[config.mk]
export PLATFORM = sky130hd
export DESIGN_NAME = gpio_port
export DESIGN_NICKNAME = d
export VERILOG_FILES = /design/src/rtl/gpio_port_pkg.sv /design/src/rtl/gpio_port_sync.sv /design/src/rtl/gpio_port_regs.sv /design/src/rtl/gpio_port_rsp.sv /design/src/rtl/gpio_port_padmux.sv /design/src/rtl/gpio_port.sv
export SDC_FILE = /design/constraint.sdc
export NUM_CORES = 1
export LEC_CHECK = 0
export CAP_MARGIN = 25
export CORE_ASPECT_RATIO = 0.9
export CORE_MARGIN = 2
export CORE_UTILIZATION = 45
export CTS_CLUSTER_DIAMETER = 100
export DETAILED_ROUTE_END_ITERATION = 10
export DONT_BUFFER_PORTS = 1
export PLACE_DENSITY = 0.68
export SLEW_MARGIN = 20
export SYNTH_ARGS = -nofsm -noshare
export SYNTH_HDL_FRONTEND = slang
export SYNTH_SLANG_ARGS = --single-unit
export TNS_END_PERCENT = 20
[constraint.sdc]
create_clock -name clk -period 1.3 [get_ports clk]
set_clock_uncertainty 0.2 [all_clocks]
set_input_delay 0.195 -clock clk [delete_from_list [all_inputs] [get_ports clk]]
set_output_delay 0.195 -clock clk [all_outputs]
set_load 0.01 [all_outputs]
[src/rtl/gpio_port_pkg.sv]
`timescale 1ns/1ps
package gpio_port_pkg;
  typedef enum logic [1:0] {
    ADDR_PINS  = 2'd0,
    ADDR_LATCH = 2'd1,
    ADDR_DIR   = 2'd2,
    ADDR_CTRL  = 2'd3
  } gp_addr_e;

  // position of the slave-mode flag inside the control word
  localparam int SLAVE_BIT = 4;
endpackage

[src/rtl/gpio_port_sync.sv]
`timescale 1ns/1ps
module gpio_port_sync #(
  parameter int W = 8
) (
  input  logic         clk,
  input  logic         rst_n,
  input  logic [W-1:0] pad_in,
  output logic [W-1:0] pin_sync
);
  logic [W-1:0] stage1;

  always_ff @(posedge clk) begin
    if (!rst_n) begin
      stage1   <= '0;
      pin_sync <= '0;
    end else begin
      stage1   <= pad_in;
      pin_sync <= stage1;
    end
  end
endmodule

[src/rtl/gpio_port_regs.sv]
`timescale 1ns/1ps
module gpio_port_regs
  import gpio_port_pkg::*;
#(
  parameter int W = 8
) (
  input  logic         clk,
  input  logic         rst_n,
  input  logic         wr_en,
  input  logic [1:0]   wr_addr,
  input  logic [W-1:0] wr_data,
  output logic [W-1:0] dir_q,
  output logic [W-1:0] latch_q,
  output logic         slave_q
);
  always_ff @(posedge clk) begin
    if (!rst_n) begin
      dir_q   <= '1;   // every pin starts as an input
      latch_q <= '0;
      slave_q <= 1'b0;
    end else if (wr_en) begin
      case (gp_addr_e'(wr_addr))
        ADDR_PINS, ADDR_LATCH: latch_q <= wr_data;
        ADDR_DIR:              dir_q   <= wr_data;
        ADDR_CTRL:             slave_q <= wr_data[SLAVE_BIT];
        default: ;
      endcase
    end
  end
endmodule

[src/rtl/gpio_port_rsp.sv]
`timescale 1ns/1ps
module gpio_port_rsp
  import gpio_port_pkg::*;
#(
  parameter int W = 8
) (
  input  logic         clk,
  input  logic         rst_n,
  input  logic         rd_fire,
  input  logic [1:0]   rd_addr,
  input  logic [W-1:0] pin_sync,
  input  logic [W-1:0] latch_q,
  input  logic [W-1:0] dir_q,
  input  logic         slave_q,
  input  logic         rsp_ready,
  output logic         rsp_valid,
  output logic [W-1:0] rsp_rdata
);
  logic [W-1:0] sel;

  always_comb begin
    sel = '0;
    case (gp_addr_e'(rd_addr))
      ADDR_PINS:  sel = pin_sync;
      ADDR_LATCH: sel = latch_q;
      ADDR_DIR:   sel = dir_q;
      ADDR_CTRL:  sel[SLAVE_BIT] = slave_q;
      default:    sel = '0;
    endcase
  end

  always_ff @(posedge clk) begin
    if (!rst_n) begin
      rsp_valid <= 1'b0;
      rsp_rdata <= '0;
    end else if (rd_fire) begin
      rsp_valid <= 1'b1;
      rsp_rdata <= sel;
    end else if (rsp_ready) begin
      rsp_valid <= 1'b0;
    end
  end
endmodule

[src/rtl/gpio_port_padmux.sv]
`timescale 1ns/1ps
module gpio_port_padmux #(
  parameter int W = 8
) (
  input  logic         bus_disable,
  input  logic         bus_oe,
  input  logic [W-1:0] bus_dout,
  input  logic [W-1:0] dir_q,
  input  logic [W-1:0] latch_q,
  output logic [W-1:0] pad_out,
  output logic [W-1:0] pad_oe
);
  for (genvar i = 0; i < W; i++) begin : g_bit
    // direction bit 1 = input, so the driver is enabled by its inverse
    assign pad_oe[i]  = bus_disable ? ~dir_q[i]  : bus_oe;
    assign pad_out[i] = bus_disable ? latch_q[i] : bus_dout[i];
  end
endmodule

[src/rtl/gpio_port.sv]
`timescale 1ns/1ps
module gpio_port #(
  parameter int W = 8
) (
  input  logic         clk,
  input  logic         rst_n,
  input  logic         req_valid,
  output logic         req_ready,
  input  logic         req_write,
  input  logic [1:0]   req_addr,
  input  logic [W-1:0] req_wdata,
  output logic         rsp_valid,
  input  logic         rsp_ready,
  output logic [W-1:0] rsp_rdata,
  input  logic [W-1:0] pad_in,
  output logic [W-1:0] pad_out,
  output logic [W-1:0] pad_oe,
  input  logic         bus_disable,
  input  logic         bus_oe,
  input  logic [W-1:0] bus_dout,
  output logic [W-1:0] bus_rdata,
  output logic         slave_mode
);
  logic         req_fire;
  logic         wr_fire;
  logic         rd_fire;
  logic [W-1:0] pin_sync;
  logic [W-1:0] dir_q;
  logic [W-1:0] latch_q;
  logic         slave_q;

  assign req_ready = !rsp_valid || rsp_ready;
  assign req_fire  = req_valid && req_ready;
  assign wr_fire   = req_fire && req_write;
  assign rd_fire   = req_fire && !req_write;

  gpio_port_sync #(.W(W)) u_sync (
    .clk      (clk),
    .rst_n    (rst_n),
    .pad_in   (pad_in),
    .pin_sync (pin_sync)
  );

  gpio_port_regs #(.W(W)) u_regs (
    .clk     (clk),
    .rst_n   (rst_n),
    .wr_en   (wr_fire),
    .wr_addr (req_addr),
    .wr_data (req_wdata),
    .dir_q   (dir_q),
    .latch_q (latch_q),
    .slave_q (slave_q)
  );

  gpio_port_rsp #(.W(W)) u_rsp (
    .clk       (clk),
    .rst_n     (rst_n),
    .rd_fire   (rd_fire),
    .rd_addr   (req_addr),
    .pin_sync  (pin_sync),
    .latch_q   (latch_q),
    .dir_q     (dir_q),
    .slave_q   (slave_q),
    .rsp_ready (rsp_ready),
    .rsp_valid (rsp_valid),
    .rsp_rdata (rsp_rdata)
  );

  gpio_port_padmux #(.W(W)) u_padmux (
    .bus_disable (bus_disable),
    .bus_oe      (bus_oe),
    .bus_dout    (bus_dout),
    .dir_q       (dir_q),
    .latch_q     (latch_q),
    .pad_out     (pad_out),
    .pad_oe      (pad_oe)
  );

  assign bus_rdata  = pin_sync;
  assign slave_mode = slave_q;
endmodule

After elaboration in Yosys (flattened, before gate mapping). Cells that the tools add are included.

Register bits after elaboration: 42. Output and inout port bits: 35. Logic and storage cells: 51. Bits of input ports: 33.

Bitwise logic cells: 8. Equality and inequality tests: 3. Reduce and logical (&&, ||, !) cells: 12. Muxes and demuxes: 21.

Operators with widths (count): 1-bit two-way mux (18); 4-bit one-hot mux with 3 select lines (1); 3-bit one-hot mux with 3 select lines (1); 1-bit inverter (8); 2-bit AND reduction (3); 2-bit equality test, second input constant (2); 1-bit one-hot mux with 4 select lines (1); 1-bit logical AND (3); 2-bit by 1-bit equality test with 1-bit output, second input constant (1); 1-bit logical NOT (2); 2-bit logical NOT (1); 2-bit nonzero test (1); 2-bit OR reduction (1); 1-bit logical OR (1).

Longest topological paths before layout.
Word-level depth: 5. Mapped depth: 5. Mapped depth without buffers: 4.

Cells and area by module. Synthesis repeated with hierarchy kept, for this count alone.

Cell total of the unflattened synthesis: 185. Area, all modules: 1749.2 um^2.

Modules (own cells, without submodules): gpio_port_regs (sequential area each 340.3 um^2, area each 635.6 um^2, cells an instance 78, instances 1); gpio_port_rsp (sequential area each 180.2 um^2, area each 470.5 um^2, cells an instance 52, instances 1); gpio_port_sync (sequential area each 320.3 um^2, area each 446.7 um^2, cells an instance 33, instances 1); gpio_port_padmux (sequential area each 0.0 um^2, area each 167.7 um^2, cells an instance 19, instances 1); gpio_port (sequential area each 0.0 um^2, area each 28.8 um^2, cells an instance 3, instances 1).

Least setup slack after synthesis. Ideal clock, no wire load.

Path kind: flip-flop to flip-flop. Start point: register u_rsp.rsp_valid. End point: register u_rsp.rsp_rdata[4]. Cell stages (with the launch flop): 6. Period minus slack after synthesis: 1.462 ns. Arrival time: 1.145 ns. Library setup time: 0.117 ns. Buffers on the path: 2. Slack: -0.162 ns. Data required time: 0.983 ns. Path through: dfxtp_1 nor2b_4 buf_4 buf_2 nor3_1 a22o_1.

Word-level cells in the longest chain between the ends: 4.

RTL lines: start: declaration (RTL line gpio_port_rsp.sv:16) `output logic rsp_valid,`; start signal: assignment (RTL line gpio_port_rsp.sv:34) `rsp_valid <= 1'b0;`; start signal: assignment (RTL line gpio_port_rsp.sv:37) `rsp_valid <= 1'b1;`; start signal: assignment (RTL line gpio_port_rsp.sv:40) `rsp_valid <= 1'b0;`; 1-bit logical NOT (RTL line gpio_port.sv:32) `assign req_ready = !rsp_valid || rsp_ready;`; 1-bit logical OR (RTL line gpio_port.sv:32); 1-bit logical AND (RTL line gpio_port.sv:33) `assign req_fire = req_valid && req_ready;`; 1-bit logical AND (RTL line gpio_port.sv:35) `assign rd_fire = req_fire && !req_write;`; end signal: assignment (RTL line gpio_port_rsp.sv:38) `rsp_rdata <= sel;`; end: declaration (RTL line gpio_port_rsp.sv:17) `output logic [W-1:0] rsp_rdata`.

No other way between the ends. A chain may end at the register's enable or synchronous reset.

Worst setup path in the final report.
Start point: register u_rsp.rsp_valid. End point: register u_regs.dir_q[6].

Word-level cells in the longest chain between the ends: 5.

RTL lines: 1-bit logical NOT (RTL line gpio_port.sv:32); 1-bit logical OR (RTL line gpio_port.sv:32); 1-bit logical AND (RTL line gpio_port.sv:33); 1-bit logical AND (RTL line gpio_port.sv:34) `assign wr_fire = req_fire && req_write;`; 2-bit AND reduction (no source line); end signal: assignment (RTL line gpio_port_regs.sv:24) `ADDR_DIR: dir_q <= wr_data;`; end: declaration (RTL line gpio_port_regs.sv:12) `output logic [W-1:0] dir_q,`.

No other way between the ends.

==> results by group <==
Timing
  • Final Hold Vio Count: 23
  • Final setup fails: 35
  • Max Freq: 0.688 GHz
  • RSZ-0062 raised after global routing: yes
  • Actual slew at the worst max-slew pin: 804 ps
  • TNS Setup: -2050 ps
  • Min Tclk post-route: 1450 ps
  • Final Max Slew Viols: 0
  • Period utilisation layout: 112%
  • Relative slew slack: 46.4%
  • Smallest hold slack: -225 ps
  • Post-route setup slack: -153 ps

Clocking
  • Sink Count: 42
  • Number of hold buffers added after CTS: 24
  • Clock Pin Slew Worst Setup and Hold Paths: 80 ps
  • Max clock buf depth: 2
  • Clock Latency Late Sink: 300 ps
  • CTS Buf Count: 5
  • CTS tree: done
  • H-tree depth: 2
  • CTS root buffer: clkbuf_8

Global routing
  • Vias in the first global route: 1697
  • Met1 GRT Util: 27.2%
  • First-pass GRT wire length: 8470 um
  • Grt peak-use layer: met2
  • Total gr overflow: 0
  • Pin count of the biggest net entering global routing: 27
  • GR Util met3: 9.46%
  • Total track usage: 24.5%
  • Initial antenna violation count: 0
  • GR met2 Demand/Resource: 41.9%

Power and ir drop
  • Switching share of power: 24.6%
  • Internal power: 0.00210 W
  • Maximum VDD drop: 790 uV
  • Pwr dens: 1070 nW/um^2
  • Switch Pwr: 0.000684 W
  • Logic pwr share: 14.1%
  • Total power: 0.00279 W
  • Leak: 1.02 nW
  • Clk pwr share: 36.6%
  • Flop pwr share: 49.4%

Yosys
  • Post-synthesis sequential area ratio: 46.7%
  • Post-synth EDFFs: 0
  • Number of distinct library cells after synthesis: 29
  • Cell area after synthesis: 1800 um^2
  • Synth area leader: dfxtp_1
  • Async set-reset flop share out of synthesis: 0%
  • Avg Cell Area, Syn: 9.95 um^2
  • Synth Flop Type: dfxtp_1
  • Post-synth top area share: 46.7%
  • Syn nets: 214
  • Ys Warns: 0
  • Main area contributors after synthesis: dfxtp_1 47%, and2_1 5.9%, mux2_2 5.0%
  • Gate Count Post-Synth: 181
  • Synth Register Bits: 42

Final layout
  • Share of post-route cells with drive strength above 1: 35.0%
  • Highest-count cells in the layout ignoring fill and taps: 32 x dfxtp_1, 19 x dlygate4sd3_1, 17 x and2_1
  • Area growth syn-to-layout: 44.1%
  • Nets: 246
  • Antenna diode count: 0
  • Final instance area: 2590 um^2
  • Area of the multi-input gates: 1130 um^2
  • Fill cells: 271
  • Reg area: 853 um^2
  • Commonest non-fill, non-tap cell in the layout: dfxtp_1

Worst hold path
  • Hold Path Stages: 1
  • Worst Hold Class: input port to flip-flop

Critical path
  • Worst-case reg-to-reg path depth: 5
  • WS Path Type: flip-flop to flip-flop
  • Crit path max fanout: 6
  • CP Data Required Time: 1280 ps
  • WP data arrival: 1430 ps
  • CP startpoint kind: flip-flop
  • Crit path capture type: flip-flop

Outcome
  • Failing checks: hold timing, setup timing
  • Status: complete, but fails checks

Detailed routing
  • Antenna Nets Post-Route: 0
  • Post-Route WL: 5690 um
  • # DRC: 0
  • DRT Pass-1 Iters: 4
  • Vias/cell: 6.60
  • Routed wire per std cell: 21.9 um
  • DRT iter0 DRCs: 98
  • Routed vias: 1716

Floorplanning
  • Die width: 70.7 um
  • Die footprint: 4520 um^2
  • Die height: 64.0 um
  • Initial Utilization: 47.6%
  • Std-Cell Rows: 21
  • Core Box Area: 3780 um^2
  • Num ports: 68

Place
  • Post-DP HPWL: 3370 um
  • Routability Congestion: 0.817
  • Port Buffers: 0
  • Post-place setup slack: -344 ps
  • Dpl cell area: 1910 um^2

Flow run
  • Max-cap viol count: 0
==> cell families after synthesis <==
family / after synthesis / synth area share (%)
compound gates: 59 / 21.5
buf+inv: 20 / 5.56
flops: 42 / 46.7
mux: 16 / 10.1
simple gates: 44 / 16.1
==> repair_timing <==
action / 4_1_cts / 5_1_grt
hold endpoints to repair: 39 / 20
buffers inserted: 2 / 0
pin swaps: 20 / 14
cloned: 0 / 0
resized for setup: 58 / 25
endpoints found under the setup margin: 43 / 48
==> sequential cells by signal, summed over array words and instances (netlist names) <==
register,cells
u_regs.dir_q,8
u_regs.latch_q,8
u_rsp.rsp_rdata,8
u_sync.pin_sync,8
u_sync.stage1,8
u_regs.slave_q,1
u_rsp.rsp_valid,1
==> synthesized netlist by cell type (3+ instances only) <==
library cell,number
a31oi_1,8
o21ai_0,15
o31ai_1,9
nand4_1,9
a21oi_1,10
nor4_1,8
dfxtp_1,42
mux2i_1,7
mux2_2,8
o2bb2ai_1,7
buf_2,8
nand2_1,3
clkbuf_1,5
a22o_1,8
and2_1,17
==> worst paths after layout <==
path / startpoint / endpoint / slack (ps)
max: u_rsp.rsp_valid$_SDFFE_PN0P_ / u_regs.dir_q[6]$_SDFFE_PN1P_ / -150
min: rst_n / u_regs.dir_q[4]$_SDFFE_PN1P_ / -230
max reg2reg: u_rsp.rsp_valid$_SDFFE_PN0P_ / u_regs.dir_q[6]$_SDFFE_PN1P_ / -150
min reg2reg: u_regs.latch_q[6]$_SDFFE_PN0P_ / u_regs.latch_q[6]$_SDFFE_PN0P_ / 290
==> stage by stage <==
stage          hold slack [ps]  std cells  util [%]
2_1_floorplan              117        181         -
4_1_cts                   -229        259      64.8
5_1_grt                   -238        260      68.6
3_3_place_gp              74.9        225      50.4
6_report                  -225        260      68.6
3_5_place_dp              80.7        225      50.4
==> power groups by stage <==
| stage | Clock (W) | Sequential, W | Combinational, W |
|---|---|---|---|
| floorplan | 0 | 0.00139 | 0.000214 |
| global placement | 0 | 0.00140 | 0.000233 |
| detailed placement | 0 | 0.00140 | 0.000243 |
| CTS | 0.00102 | 0.00137 | 0.000345 |
| global route | 0.00109 | 0.00138 | 0.000411 |
| finish | 0.00102 | 0.00137 | 0.000391 |
==> worst max-delay path: stages (launching register included) <==
cell	delay (ps)
dfxtp_2	330
nor2b_4	130
buf_6	140
buf_8	150
nor4_4	260
o21ai_1	120
==> area by class of cell <==
class | count | share of cell area, %
Multi-Input combinational cell | 119 | 43.4
Clock buffer | 7 | 2.94
Clock inverter | 1 | 1.16
Inverter | 4 | 0.772
Sequential cell | 42 | 32.9
Timing Repair Buffer | 41 | 16.6
Tap cell | 46 | 2.22
==> layer usage <==
layer	vias up	wire length [um]
li1	742	-
met1	816	2040
met2	130	2770
met3	28	637
met4	0	243
met5	-	0
(Power assumes the default switching activity.)
